### src/rtl/pir_pkg.sv
package pir_pkg;

   localparam int DIV_W = 3;

   typedef enum logic [1:0] {
      OP_RUN   = 2'd0,
      OP_HOLD  = 2'd1,
      OP_CLEAR = 2'd2
   } chain_op_e;

   function automatic chain_op_e div_to_op(input logic [DIV_W-1:0] d);
      chain_op_e r;
      case (d)
         3'd0, 3'd1, 3'd2: r = OP_RUN;
         3'd6, 3'd7:       r = OP_CLEAR;
         default:          r = OP_HOLD;
      endcase
      return r;
   endfunction

endpackage

### src/rtl/pir_prescale.sv
module pir_prescale
   import pir_pkg::*;
#(
   parameter int PRE_W      = 7,
   parameter int RATIO_FAST = 128,
   parameter int RATIO_MID  = 32,
   parameter int RATIO_SLOW = 1
) (
   input  logic             clk,
   input  logic             rst_n,
   input  logic             ref_tick,
   input  logic [DIV_W-1:0] div_sel,
   output logic             base_tick,
   output chain_op_e        op
);

   localparam logic [PRE_W-1:0] LIM_FAST = PRE_W'(RATIO_FAST - 1);
   localparam logic [PRE_W-1:0] LIM_MID  = PRE_W'(RATIO_MID - 1);
   localparam logic [PRE_W-1:0] LIM_SLOW = PRE_W'(RATIO_SLOW - 1);
   localparam bit USE_CNT = (RATIO_FAST > 1) || (RATIO_MID > 1) || (RATIO_SLOW > 1);

   if (PRE_W < 1 || PRE_W > 16) begin : g_bad_prew
      $error("pir_prescale: PRE_W out of range");
   end
   if (RATIO_FAST < 1 || RATIO_FAST > (1 << PRE_W) ||
       RATIO_MID  < 1 || RATIO_MID  > (1 << PRE_W) ||
       RATIO_SLOW < 1 || RATIO_SLOW > (1 << PRE_W)) begin : g_bad_ratio
      $error("pir_prescale: a ratio does not fit PRE_W");
   end

   assign op = div_to_op(div_sel);

   if (USE_CNT) begin : g_cnt
      logic [PRE_W-1:0] lim;
      logic [PRE_W-1:0] cnt_q;
      logic             wrap;

      always_comb begin
         case (div_sel)
            3'd0:    lim = LIM_FAST;
            3'd1:    lim = LIM_MID;
            default: lim = LIM_SLOW;
         endcase
      end

      assign wrap = (cnt_q >= lim);

      always_ff @(posedge clk or negedge rst_n) begin
         if (!rst_n) begin
            cnt_q <= '0;
         end else if (op == OP_CLEAR) begin
            cnt_q <= '0;
         end else if (op == OP_RUN && ref_tick) begin
            cnt_q <= wrap ? '0 : cnt_q + 1'b1;
         end
      end

      assign base_tick = (op == OP_RUN) && ref_tick && wrap;
   end else begin : g_direct
      assign base_tick = (op == OP_RUN) && ref_tick;
   end

endmodule

### src/rtl/pir_stage_chain.sv
module pir_stage_chain
   import pir_pkg::*;
#(
   parameter int CHAIN_W = 14
) (
   input  logic               clk,
   input  logic               rst_n,
   input  logic               base_tick,
   input  chain_op_e          op,
   output logic [CHAIN_W-1:0] stage_q,
   output logic [CHAIN_W-1:0] stage_rise,
   output logic               tog_q
);

   logic [CHAIN_W-1:0] nxt;

   if (CHAIN_W < 1) begin : g_bad_w
      $error("pir_stage_chain: CHAIN_W must be positive");
   end

   assign nxt = stage_q + 1'b1;

   always_ff @(posedge clk or negedge rst_n) begin
      if (!rst_n) begin
         stage_q <= '0;
         tog_q   <= 1'b0;
      end else if (op == OP_CLEAR) begin
         stage_q <= '0;
         tog_q   <= 1'b0;
      end else if (base_tick) begin
         stage_q <= nxt;
         tog_q   <= ~tog_q;
      end
   end

   for (genvar i = 0; i < CHAIN_W; i++) begin : g_rise
      assign stage_rise[i] = base_tick & ~stage_q[i] & nxt[i];
   end

endmodule

### src/rtl/pir_tap_select.sv
module pir_tap_select #(
   parameter int RATE_W  = 4,
   parameter int CHAIN_W = (1 << RATE_W) - 2
) (
   input  logic               clk,
   input  logic               rst_n,
   input  logic [RATE_W-1:0]  rate_code,
   input  logic               base_tick,
   input  logic [CHAIN_W-1:0] stage_q,
   input  logic [CHAIN_W-1:0] stage_rise,
   input  logic               tog_q,
   input  logic               sqw_en,
   output logic               pf_evt,
   output logic               sq_out
);

   localparam int NCODE = 1 << RATE_W;

   logic [NCODE-1:0] lvl_v;
   logic [NCODE-1:0] hit_v;

   if (CHAIN_W != NCODE - 2) begin : g_bad_chain
      $error("pir_tap_select: CHAIN_W must equal 2**RATE_W-2");
   end

   assign lvl_v[0] = 1'b0;
   assign hit_v[0] = 1'b0;
   assign lvl_v[1] = tog_q;
   assign hit_v[1] = base_tick;

   for (genvar k = 2; k < NCODE; k++) begin : g_tap
      assign lvl_v[k] = stage_q[k-2];
      assign hit_v[k] = stage_rise[k-2];
   end

   always_ff @(posedge clk or negedge rst_n) begin
      if (!rst_n) begin
         pf_evt <= 1'b0;
      end else begin
         pf_evt <= hit_v[rate_code];
      end
   end

   assign sq_out = sqw_en & lvl_v[rate_code];

endmodule

### src/rtl/pir_rate_gen.sv
module pir_rate_gen
   import pir_pkg::*;
#(
   parameter int PRE_W      = 7,
   parameter int RATIO_FAST = 128,
   parameter int RATIO_MID  = 32,
   parameter int RATIO_SLOW = 1,
   parameter int RATE_W     = 4
) (
   input  logic              clk,
   input  logic              rst_n,
   input  logic              ref_tick,
   input  logic [DIV_W-1:0]  div_sel,
   input  logic [RATE_W-1:0] rate_code,
   input  logic              pie_en,
   input  logic              sqw_en,
   output logic              pf_evt,
   output logic              irq_req,
   output logic              sq_out
);

   localparam int CHAIN_W = (1 << RATE_W) - 2;

   if (RATE_W < 2 || RATE_W > 5) begin : g_bad_rate
      $error("pir_rate_gen: RATE_W must lie in 2..5");
   end

   logic               base_tick;
   chain_op_e          op;
   logic [CHAIN_W-1:0] stage_q;
   logic [CHAIN_W-1:0] stage_rise;
   logic               tog_q;

   pir_prescale #(
      .PRE_W      (PRE_W),
      .RATIO_FAST (RATIO_FAST),
      .RATIO_MID  (RATIO_MID),
      .RATIO_SLOW (RATIO_SLOW)
   ) u_pre (
      .clk       (clk),
      .rst_n     (rst_n),
      .ref_tick  (ref_tick),
      .div_sel   (div_sel),
      .base_tick (base_tick),
      .op        (op)
   );

   pir_stage_chain #(
      .CHAIN_W (CHAIN_W)
   ) u_chain (
      .clk        (clk),
      .rst_n      (rst_n),
      .base_tick  (base_tick),
      .op         (op),
      .stage_q    (stage_q),
      .stage_rise (stage_rise),
      .tog_q      (tog_q)
   );

   pir_tap_select #(
      .RATE_W  (RATE_W),
      .CHAIN_W (CHAIN_W)
   ) u_tap (
      .clk        (clk),
      .rst_n      (rst_n),
      .rate_code  (rate_code),
      .base_tick  (base_tick),
      .stage_q    (stage_q),
      .stage_rise (stage_rise),
      .tog_q      (tog_q),
      .sqw_en     (sqw_en),
      .pf_evt     (pf_evt),
      .sq_out     (sq_out)
   );

   assign irq_req = pf_evt & pie_en;

endmodule

### config.mk
export PLATFORM = sky130hd
export DESIGN_NAME = pir_rate_gen
export DESIGN_NICKNAME = d
export VERILOG_FILES = /design/src/rtl/pir_pkg.sv /design/src/rtl/pir_prescale.sv /design/src/rtl/pir_stage_chain.sv /design/src/rtl/pir_tap_select.sv /design/src/rtl/pir_rate_gen.sv
export SDC_FILE = /design/constraint.sdc
export NUM_CORES = 1
export LEC_CHECK = 0
export BUFFER_PORTS_ARGS = -buffer_cell sky130_fd_sc_hd__buf_4
export CAP_MARGIN = 20
export CORE_MARGIN = 10
export CORE_UTILIZATION = 58
export CTS_BUF_LIST = sky130_fd_sc_hd__clkbuf_2
export DETAILED_ROUTE_END_ITERATION = 8
export MAX_ROUTING_LAYER = met4
export PLACE_DENSITY = 0.75
export SETUP_SLACK_MARGIN = 0.2
export SLEW_MARGIN = 30
export SYNTH_ARGS = -nofsm -noshare
export SYNTH_HDL_FRONTEND = slang
export SYNTH_SLANG_ARGS = --single-unit
### constraint.sdc
create_clock -name clk -period 7.2 [get_ports clk]
set_input_delay 1.44 -clock clk [delete_from_list [all_inputs] [get_ports clk]]
set_output_delay 1.44 -clock clk [all_outputs]
set_load 0.02 [all_outputs]
==> out/metrics.yaml <==
yosysWarnings: 0
netlist_area_um2: 1730
hold_viol_final: 0
h-tree-depth: 1
seq_power_share: 0.570
status: "finished, final reports clean"
path_clk_slew_ps: 200
cts_root_buf: "clkbuf_2"
synth-seq-area-share: 0.333
p_leak_nw: 0.758
pwr_density_cell_nw_per_um2: 136
arrival_ps: 2980
setup_viol: 0
vias_per_cell: 6.80
p_int_mw: 0.169
cts_made_buffers: 3
ys_ff_latch: 23
cts.repair.resized: 0
fin_setup_tns_ps: 0
clock-sinks: 23
power_mw: 0.250
clockBufferDepth: 2
grt_max_degree: 32
swShare: 0.323
async_reset_ff_frac: 1.00
syn_area_per_cell_um2: 8.91
clock_skew_ps: 16.0
period_minus_slack_ps: 4420
rows: 19
fin_crit_sh: 0.614
grt_pass1_vias: 1566
grt_antenna_before_repair: 0
grt_overflow: 0
drive_gt1_frac: 0.134
die_h_um: 74.6
grt_pass1_wl_um: 7200
worst-setup-path-type: "in2out"
dp_hpwl_um: 3160
cap_viol_max_count: 0
max_freq_ghz: 0.226
routed_wl_um: 4130
ant_nets: 0
cts_tree: "yes"
final_nets: 224
worstMarginPinSlew_ps: 769
clk_latency_ps: 340
max_slew_margin: 0.487
portBuffers: 14
ir_drop_uv: 95.8
io-pin-count: 15
syn_nets: 215
cp.required_ps: 5760
areaGrowthSynthToFinish_pct: 6.23
worst_setup_path_start_kind: "input port"
vias: 1584
diodes: 0
synth.distinct_cells: 51
maxSlewViolCount: 0
ys.flop_type: "dfrtp_1"
start_util: 0.616
wl_per_cell_um: 17.7
synth_cells: 194
drc: 0
final_cell_mix: "dfrtp_1, o21ai_0, nor2_1, buf_4"
synth_edf_count: 0
fp.dieArea_um2: 5560
first_iter_violations: 180
core_um2: 2810
endpoint_kind: "output port"
rsz0062_at_grt: "no"
p_sw_mw: 0.0806
hold_path.class: "reg2reg"
final_common_cell: "dfrtp_1"
cts_setup_buffers: 0
crit_fanout: 12
power_frac_comb: 0.222
power_frac_clock: 0.209
cts_hold_buf: 0
die_w_um: 74.6
gp_congestion: 1.01
track_usage: 0.164
drt_pass1_iterations: 4
-- critical path, stage by stage --
cell	delay [ps]
buf_4	160
mux4_1	580
mux4_2	490
and2_1	170
buf_4	150
-- power groups by stage --
stage | sequential [mW] | combinational (mW) | clock (mW)
4_1_cts | 0.142 | 0.0557 | 0.0536
3_3_place_gp | 0.144 | 0.0523 | 0
6_report | 0.142 | 0.0554 | 0.0521
2_1_floorplan | 0.142 | 0.0399 | 0
3_5_place_dp | 0.144 | 0.0555 | 0
5_1_grt | 0.143 | 0.0633 | 0.0600
-- metrics by stage --
step                      hold WS (ps)  utilization  cells  setup slack [ps]  instance area, µm²
after global routing               633        0.654    233              2750                1840
after detailed placement           547        0.647    229              2780                1820
after floorplan                    511            -    194              2860                1730
final                              589        0.654    233              2780                1840
after global placement             542        0.647    229              2850                1820
after CTS                          590        0.654    233              2780                1840
-- synthesized netlist by cell type (all sizes together) (2+ instances only) --
master,count,share of area
o31ai,4,0.017
o2111ai,3,0.015
xor2,3,0.015
nand2b,4,0.014
xnor2,2,0.010
nor2,15,0.033
mux4,4,0.054
buf,7,0.025
nor3,8,0.023
clkbuf,3,0.0072
o21ai,17,0.049
or4,2,0.0094
nand2,13,0.028
o311ai,2,0.010
o211ai,3,0.013
and3,2,0.0072
inv,5,0.011
a211oi,4,0.020
or3,11,0.040
a21oi,13,0.038
ha,9,0.065
and2,5,0.018
nand3,8,0.023
dfrtp,23,0.33
nand4,7,0.034
-- cell families (layout without fill, tap and decap cells) --
logic type | count (synthesis) | after routing | share of synthesized area
compound gates | 54 | 54 | 0.203
buf+inv | 16 | 24 | 0.0478
mux | 6 | 6 | 0.0666
fa+ha+maj | 9 | 9 | 0.0652
flops | 23 | 23 | 0.333
simple gates | 81 | 81 | 0.259
xor+xnor | 5 | 5 | 0.0253
-- sequential cells by signal, indices dropped and copies added, names as in the netlist --
signal	cells
u_chain.stage_q	14
u_chain.tog_q	1
u_pre.g_cnt.cnt_q	7
u_tap.pf_evt	1
-- worst paths after layout --
| path | from | end | slack [ps] | cells past startpoint |
|---|---|---|---|---|
| worst max-delay path | rate_code[0] | sq_out | 2780 | 5 |
| worst max register to register | u_pre.g_cnt.cnt_q[0] | u_chain.stage_q[0] | 4800 | 8 |
| worst min-delay path | u_pre.g_cnt.cnt_q[1] | u_pre.g_cnt.cnt_q[1] | 590 | 1 |
| min in group asynchronous | rst_n | u_tap.pf_evt | 940 | 1 |
| max in group asynchronous | rst_n | u_chain.stage_q[7] | 6020 | 1 |
| worst min register to register | u_pre.g_cnt.cnt_q[1] | u_pre.g_cnt.cnt_q[1] | 590 | 1 |
-- routing by layer --
layer  track usage  vias to the layer above  wire [µm]  share of wire
met5             -                        -          0              0
met4        0.0336                        0         52          0.013
met3        0.0293                        7        190          0.046
met2         0.275                       44       2110           0.51
met1         0.202                      772       1780           0.43
li1              -                      761          -              -
-- layout make-up --
| cell class | count | area [µm²] |
|---|---|---|
| clock buffers | 3 | 15.0 |
| clock inverters | 1 | 5.00 |
| fillers | 232 | 970 |
| inverters | 5 | 18.8 |
| multi-input cells | 155 | 1070 |
| flip-flops and latches | 23 | 576 |
| well taps | 31 | 38.8 |
| repair buffers | 15 | 113 |
No activity file was read; power rests on OpenSTA's default activity.
